[config.mk]
export PLATFORM = sky130hd
export DESIGN_NAME = smp_sense_ctl
export DESIGN_NICKNAME = d
export VERILOG_FILES = /design/src/rtl/smp_pkg.sv /design/src/rtl/smp_cfg_regs.sv /design/src/rtl/smp_trig_detect.sv /design/src/rtl/smp_mag_class.sv /design/src/rtl/smp_conv_fsm.sv /design/src/rtl/smp_sense_ctl.sv
export SDC_FILE = /design/constraint.sdc
export NUM_CORES = 1
export LEC_CHECK = 0
export ABC_AREA = 1
export ABC_CLOCK_PERIOD_IN_PS = 4000
export CAP_MARGIN = 30
export CORE_MARGIN = 2
export CORE_UTILIZATION = 43
export CTS_BUF_LIST = sky130_fd_sc_hd__clkbuf_16
export DETAILED_ROUTE_END_ITERATION = 7
export PLACE_DENSITY = 0.84
export SYNTH_ARGS = -nofsm -noshare
export SYNTH_HDL_FRONTEND = slang
export SYNTH_HIERARCHICAL = 1
export SYNTH_SLANG_ARGS = --single-unit
[constraint.sdc]
create_clock -name clk -period 4 [get_ports clk]
set_input_delay 1.2 -clock clk [delete_from_list [all_inputs] [get_ports clk]]
set_output_delay 1.2 -clock clk [all_outputs]
set_load 0.05 [all_outputs]
[src/rtl/smp_pkg.sv]
package smp_pkg;

    typedef enum logic [1:0] {
        ST_IDLE = 2'd0,
        ST_CONV = 2'd1,
        ST_DONE = 2'd2
    } conv_state_e;

    // field order matches the write-data bit positions
    typedef struct packed {
        logic lpwr;
        logic irq_or;
        logic spi_off;
        logic pin_rise;
    } cfg_t;

    localparam int CFG_W = $bits(cfg_t);

endpackage

[src/rtl/smp_cfg_regs.sv]
module smp_cfg_regs
    import smp_pkg::*;
(
    input  logic             clk,
    input  logic             rst_n,
    input  logic             we,
    input  logic [CFG_W-1:0] wdata,
    output cfg_t             cfg_q
);

    always_ff @(posedge clk or negedge rst_n) begin
        if (!rst_n) begin
            cfg_q <= '0;
        end else if (we) begin
            cfg_q <= cfg_t'(wdata);
        end
    end

endmodule

[src/rtl/smp_trig_detect.sv]
module smp_trig_detect #(
    parameter int SYNC_STAGES = 2
) (
    input  logic clk,
    input  logic rst_n,
    input  logic pin,
    input  logic pin_rise,
    input  logic cs_n,
    input  logic suppress,
    input  logic spi_off,
    output logic trig
);

    localparam int CHAIN_W = SYNC_STAGES + 1;

    logic [CHAIN_W-1:0] chain;
    logic               cs_q;
    logic               pin_now;
    logic               pin_old;
    logic               pin_edge;
    logic               cs_rise;

    always_ff @(posedge clk or negedge rst_n) begin
        if (!rst_n) begin
            chain <= '0;
            cs_q  <= 1'b1;
        end else begin
            chain <= {chain[CHAIN_W-2:0], pin};
            cs_q  <= cs_n;
        end
    end

    assign pin_now = chain[SYNC_STAGES-1];
    assign pin_old = chain[SYNC_STAGES];

    always_comb begin
        if (pin_rise) begin
            pin_edge = pin_now & ~pin_old;
        end else begin
            pin_edge = ~pin_now & pin_old;
        end
    end

    assign cs_rise = cs_n & ~cs_q;
    assign trig    = pin_edge | (cs_rise & ~spi_off & ~suppress);

endmodule

[src/rtl/smp_mag_class.sv]
module smp_mag_class #(
    parameter int NCH    = 3,
    parameter int CH_W   = 10,
    parameter int UF_LIM = 256,
    parameter int OF_LIM = 506
) (
    input  logic [NCH-1:0][CH_W-1:0] mag,
    output logic                     uflo,
    output logic                     oflo
);

    logic [NCH-1:0] low_v;
    logic [NCH-1:0] high_v;

    for (genvar i = 0; i < NCH; i++) begin : g_ch
        assign low_v[i]  = (mag[i] < CH_W'(UF_LIM));
        assign high_v[i] = (mag[i] > CH_W'(OF_LIM));
    end

    assign uflo = &low_v;
    assign oflo = |high_v;

endmodule

[src/rtl/smp_conv_fsm.sv]
module smp_conv_fsm
    import smp_pkg::*;
#(
    parameter int LEN_NORM = 32,
    parameter int LEN_LP   = 8
) (
    input  logic clk,
    input  logic rst_n,
    input  logic trig,
    input  logic lpwr,
    input  logic uflo_in,
    input  logic oflo_in,
    output logic busy,
    output logic done,
    output logic uflo_q,
    output logic oflo_q
);

    localparam int CNT_W = $clog2(LEN_NORM);

    conv_state_e      state, state_nx;
    logic [CNT_W-1:0] cnt, cnt_nx;
    logic             last;
    logic             uf_nx, of_nx;

    assign last = (cnt == '0);

    // state register
    always_ff @(posedge clk or negedge rst_n) begin
        if (!rst_n) begin
            state  <= ST_IDLE;
            cnt    <= '0;
            uflo_q <= 1'b0;
            oflo_q <= 1'b0;
        end else begin
            state  <= state_nx;
            cnt    <= cnt_nx;
            uflo_q <= uf_nx;
            oflo_q <= of_nx;
        end
    end

    // next state, counter and result latch
    always_comb begin
        state_nx = state;
        cnt_nx   = cnt;
        uf_nx    = uflo_q;
        of_nx    = oflo_q;
        unique case (state)
            ST_IDLE, ST_DONE: begin
                if (trig) begin
                    state_nx = ST_CONV;
                    cnt_nx   = lpwr ? CNT_W'(LEN_LP - 1) : CNT_W'(LEN_NORM - 1);
                end
            end
            ST_CONV: begin
                if (last) begin
                    state_nx = ST_DONE;
                    uf_nx    = uflo_in;
                    of_nx    = oflo_in;
                end else begin
                    cnt_nx = cnt - 1'b1;
                end
            end
            default: begin
                state_nx = ST_IDLE;
            end
        endcase
    end

    // outputs
    always_comb begin
        busy = 1'b0;
        done = 1'b0;
        unique case (state)
            ST_IDLE: ;
            ST_CONV: busy = 1'b1;
            ST_DONE: done = 1'b1;
            default: ;
        endcase
    end

endmodule

[src/rtl/smp_sense_ctl.sv]
module smp_sense_ctl
    import smp_pkg::*;
#(
    parameter int CH_W        = 10,
    parameter int UF_LIM      = 256,
    parameter int OF_LIM      = 506,
    parameter int LEN_NORM    = 32,
    parameter int LEN_LP      = 8,
    parameter int SYNC_STAGES = 2
) (
    input  logic            clk,
    input  logic            rst_n,
    input  logic            smp_pin,
    input  logic            cs_n,
    input  logic            cmd_suppress,
    input  logic            cfg_we,
    input  logic [3:0]      cfg_wdata,
    input  logic [CH_W-1:0] mag_a,
    input  logic [CH_W-1:0] mag_b,
    input  logic [CH_W-1:0] mag_c,
    input  logic            irq_in,
    output logic            irq_out,
    output logic [7:0]      status
);

    localparam int NCH = 3;

    cfg_t                      cfg_q;
    logic                      cfg_imod;
    logic                      trig_any;
    logic                      busy, done;
    logic                      uf_now, of_now;
    logic                      uf_q, of_q;
    logic [NCH-1:0][CH_W-1:0]  mag_v;

    assign mag_v    = {mag_c, mag_b, mag_a};
    assign cfg_imod = cfg_q.irq_or;

    smp_cfg_regs u_cfg (
        .clk   (clk),
        .rst_n (rst_n),
        .we    (cfg_we),
        .wdata (cfg_wdata),
        .cfg_q (cfg_q)
    );

    smp_trig_detect #(.SYNC_STAGES(SYNC_STAGES)) u_trig (
        .clk      (clk),
        .rst_n    (rst_n),
        .pin      (smp_pin),
        .pin_rise (cfg_q.pin_rise),
        .cs_n     (cs_n),
        .suppress (cmd_suppress),
        .spi_off  (cfg_q.spi_off),
        .trig     (trig_any)
    );

    smp_mag_class #(
        .NCH(NCH), .CH_W(CH_W), .UF_LIM(UF_LIM), .OF_LIM(OF_LIM)
    ) u_class (
        .mag  (mag_v),
        .uflo (uf_now),
        .oflo (of_now)
    );

    smp_conv_fsm #(.LEN_NORM(LEN_NORM), .LEN_LP(LEN_LP)) u_fsm (
        .clk     (clk),
        .rst_n   (rst_n),
        .trig    (trig_any),
        .lpwr    (cfg_q.lpwr),
        .uflo_in (uf_now),
        .oflo_in (of_now),
        .busy    (busy),
        .done    (done),
        .uflo_q  (uf_q),
        .oflo_q  (of_q)
    );

    assign status  = {5'b0, uf_q, of_q, busy};
    assign irq_out = cfg_imod ? (irq_in | done) : (irq_in & done);

endmodule

# Yosys cells after proc, flatten, opt, wreduce, memory -nomap -nowiden
# Index checks and enable logic that the tools add are counted.
[totals] reg_bits=17 latchBits=0 mem_bits_rw=0 mem_bits_ro=0 memories=0
[op_classes] n_addsub=1 n_mul=0 n_div=0 order_cmp=6 eq_ne=5 shifts=0 mux=11 bitwise=13 reduce_logical=9
[op_table] op="> comparator 10 x 9 -> 1 bit, second input constant" count=3
[op_table] op="< comparator 10 x 9 -> 1 bit, second input constant" count=3
[op_table] op="2-to-1 mux 5 bit" count=3
[op_table] op="one-hot mux 5 bit (2 select lines)" count=1
[op_table] op="bitwise AND 1 bit" count=6
[op_table] op="AND reduction 3 bit" count=2
[op_table] op="logical NOT 5 bit" count=1
[op_table] op="NOT 1 bit" count=5
[op_table] op="subtractor 5 x 1 -> 5 bit, second input constant" count=1
[op_table] op="2-to-1 mux 1 bit" count=4
[op_table] op="2-to-1 mux 2 bit" count=2
[op_table] op="!= test 2 bit, second input constant" count=2
[op_table] op="one-hot mux 2 bit (2 select lines)" count=1
[op_table] op="AND reduction 2 bit" count=2
[op_table] op="OR reduction 3 bit" count=1
[op_table] op="equality test 2 x 1 -> 1 bit, second input constant" count=1
[op_table] op="equality test 2 bit, second input constant" count=1
[op_table] op="logical NOT 2 bit" count=1
[op_table] op="!= test 2 x 1 -> 1 bit, second input constant" count=1
[op_table] op="bitwise OR 1 bit" count=2
[op_table] op="nonzero test 2 bit" count=1
[op_table] op="OR reduction 2 bit" count=1

# Longest topological paths before layout
[depth] word_depth=7 depth_mapped=9 mapped_depth_nobuf=9

# By module
# The synthesis kept the hierarchy.
[by_module_without_submodules] mod="smp_conv_fsm" n_inst=1 cells_per_inst=60 area_per_inst_um2=511.7 seq_area_each_um2=225.2
[by_module_without_submodules] mod="smp_cfg_regs" n_inst=1 cells_per_inst=17 area_per_inst_um2=148.9 seq_area_each_um2=100.1
[by_module_without_submodules] mod="smp_trig_detect" n_inst=1 cells_per_inst=14 area_per_inst_um2=145.1 seq_area_each_um2=101.3
[by_module_without_submodules] mod="smp_mag_class" n_inst=1 cells_per_inst=35 area_per_inst_um2=140.1 seq_area_each_um2=0.0
[by_module_without_submodules] mod="smp_sense_ctl" n_inst=1 cells_per_inst=13 area_per_inst_um2=80.1 seq_area_each_um2=0.0

# Worst setup path after synthesis
# No wires, ideal clock.
[synth_path] kind="input to output" from="input irq_in" to="output irq_out" t_arrival_ps=1996 required_ps=2800 slack_ps=804 path_stages=2 cell_sequence="nand2_1 > a21oi_1"
[synth_via] elab_chain_cells=2 elab_cells_between_ends=3 cone_classes="mux: 1; bitwise: 2"
[synth_lines] element="from (decl)" line_no="smp_sense_ctl.sv:21" source="input logic irq_in,"
[synth_lines] element="bitwise AND 1 bit or bitwise OR 1 bit (tied branches)" line_no="smp_sense_ctl.sv:80" source="assign irq_out = cfg_imod ? (irq_in | done) : (irq_in & done);"
[synth_lines] element="2-to-1 mux 1 bit *" line_no="smp_sense_ctl.sv:80"
[synth_lines] element="to (decl)" line_no="smp_sense_ctl.sv:22" source="output logic irq_out,"
# Mark *: on every way between the ends. The rest lies on a longest branch, timed or not.

# Worst setup path after layout
# Same ends and word-level chain as after synthesis.

==> run summary <==
Synth cell types -> 24
Post-Synth XOR/XNOR Area -> 0.008537
Crit path max-delay family -> buffers and inverters
TritonCTS clock tree -> built
critical path required time -> 2.80 ns
row count -> 17
Hold Buf Count CTS -> 0
Max Freq -> 299.6 MHz
Static Leak -> 0.7746 nW
fin crit share -> 0.8344
hold depth -> 0
IO buf count -> 44
status -> finished, final reports clean
number of global-route vias before repair -> 974
met3 Resource Use GR -> 0.02857
PwrDens -> 556.9 nW/um^2
mux cell area share after synthesis -> 0
Worst-path clk slew -> 0.05 ns
RSZ-0062 raised after global routing -> no
Detailed Route Iter0 Violations -> 14
Critical R2R Capture -> u_fsm/state[1]
Die Y -> 52.85 um
endpoints failing hold -> 0
CP max stage cell -> clkdlybuf4s50_1
post-synthesis compound-gate area fraction -> 0.04634
max_cap viols -> 0
WL/cell -> 10.73 um
R2R Setup Slk -> 2.64 ns
Nets -> 226
DR pass1 iterations -> 4
clk_lat worst skew -> 0.25 ns
# setup viols final -> 0
Post-CTS Resized -> 0
worst-path fanout max -> 2
CP Buf/Inv Count -> 2
crit path DAT -> 2.14 ns
crit-path cells -> clkdlybuf4s50_1 -> nand2_1 -> a21oi_1 -> buf_12
DRC Markers -> 0
initial antenna violation count -> 0
Final Wtd Congestion -> 0.7297
htree depth -> 1
setup TNS -> 0 ns
Synth Area in Simple Gates -> 0.3707
first-pass GRT wire length -> 3739 um
GRT busiest layer -> met2
All-Layer GR Usage -> 0.1867
post-route minimum period -> 3.338 ns
Crit Path Class -> in2out
relative slew slack -> 0.5094
reg-to-reg startpoint -> u_trig/cs_q
I/O pin cnt -> 50
CTS Sinks -> 17
WL final -> 2264 um
CTS Buf Count -> 3
Fillers -> 197
P&R area growth vs syn -> 50.73%
Syn Inst Count -> 139
Place WS -> 0.6804 ns
flop and latch count out of synthesis -> 17
post-route ant nets -> 0
DP HPWL -> 1861 um
Post-CTS Repair Setup Buffers -> 0
Adder-Cell Fraction of Synth Area -> 0.01220
Core Footprint -> 2233 um^2
total global routing overflow -> 0
Vias -> 966
Yosys warnings -> 6
Cell Area, Synth -> 1026 um^2
largest net degree at the start of global routing -> 18
DIE AREA -> 2793 um^2
Final WS setup -> 0.6623 ns
Worst path max stage delay -> 0.48 ns
worst clock skew -> 0.004314 ns
Worst R2R Path Depth -> 6
Antenna Cells -> 0
end of the worst hold path -> u_trig/chain[1]
Root Buffer -> clkbuf_16
routing usage on met1 -> 0.2000
average cell area after synthesis -> 7.381 um^2
Setup crit start kind -> primary input
sequential cell area fraction in the yosys report -> 0.4159
commonest non-fill, non-tap cell in the layout -> nand2_1
worst-margin pin slew -> 0.7336 ns
routed vias/inst -> 4.578
met2 Track Usage GR -> 0.3396
DIE WIDTH -> 52.85 um
Peak VDD IR -> 0.0003936 V
Hold Path Class -> reg2reg
largest family of logic cells by synthesized area -> simple AND/OR/NAND/NOR gates
Clock Path Buffers -> 2
fin. max-slew vios -> 0
hold_sp -> u_trig/chain[0]
share of cells above drive strength 1 -> 0.09836
Starting Density -> 0.4594
commonest non-fill, non-tap cells in the layout -> nand2_1, clkdlybuf4s50_1, inv_1
CP endpoint kind -> output pin
## through the flow
step	instance area, um^2	hold slack (ns)	total power [W]	std cells	utilization
after global placement	1466	0.3355	0.0006459	207	0.6566
final	1546	0.3715	0.0008613	211	0.6924
after global routing	1546	0.3824	0.0009193	211	0.6924
after CTS	1546	0.3764	0.0008685	211	0.6924
after floorplan	1041	0.3312	0.0005590	143	-
after detailed placement	1466	0.3355	0.0006627	207	0.6566
## worst max-delay path by stage
stage | start | endpoint | slack, ns | cells after the start
2_1_floorplan | irq_in | irq_out | 0.80 | 2
3_3_place_gp | irq_in | irq_out | 0.69 | 4
3_5_place_dp | irq_in | irq_out | 0.68 | 4
4_1_cts | irq_in | irq_out | 0.66 | 4
5_1_grt | irq_in | irq_out | 0.64 | 4
6_report | irq_in | irq_out | 0.66 | 4
## where the power goes
| part | internal (W) | switching (W) |
|---|---|---|
| combinational | 0.000158 | 0.000244 |
| sequential | 0.000221 | 0.0000414 |
| clock | 0.000134 | 0.0000635 |
## cell families after synthesis
family	count (synthesis)
adders and majority gates	1
AOI/OAI and AO/OA	8
buffers and inverters	31
and+or+nand+nor	80
xor gates and xnor gates	1
DFF	17
other	1
## area by class of cell
cell class / count / area (um^2) / share of cell area
tap: 28 / 35.03 / 0.02265
sequential: 17 / 426.7 / 0.2759
timing repair buffer: 44 / 450.4 / 0.2913
inverter: 23 / 86.33 / 0.05583
multi-input combinational: 95 / 467.9 / 0.3026
clock buffer: 3 / 75.07 / 0.04854
clock inverter: 1 / 5.005 / 0.003236
## layer usage
| metal | vias up | wire length (um) |
|---|---|---|
| li1 | 496 | - |
| met1 | 412 | 858 |
| met2 | 53 | 1174 |
| met3 | 5 | 184 |
| met4 | 0 | 46 |
| met5 | - | 0 |
## registers in the layout (all words and copies together) (netlist names)
name          cells
u_cfg/cfg_q       4
u_trig/chain      3
u_fsm/oflo_q      1
u_fsm/uflo_q      1
u_trig/cs_q       1
u_fsm/state       2
u_fsm/cnt         5
## synthesized netlist by cell type
cell,instances,area [um^2]
dfstp_2,1,26.28
and2_1,1,6.260
nand3_2,1,10.01
buf_4,8,60.06
ha_1,1,12.51
o21ai_0,1,5.000
nor2_8,1,20.02
nand3_1,11,55.05
nand2_4,2,22.52
inv_1,21,78.83
conb_1,1,3.750
o21ai_2,2,17.52
or2_2,1,6.260
nand3_4,1,17.52
nand2_1,50,187.7
dfrtp_1,16,400.4
nor2_2,2,12.51
or2_1,1,6.260
o21ai_1,4,20.02
a21oi_1,1,5.000
nor3_1,2,10.01
xor2_1,1,8.760
inv_2,2,7.510
nor2_1,7,26.28
Note: power is estimated with default switching activity, not from simulation.
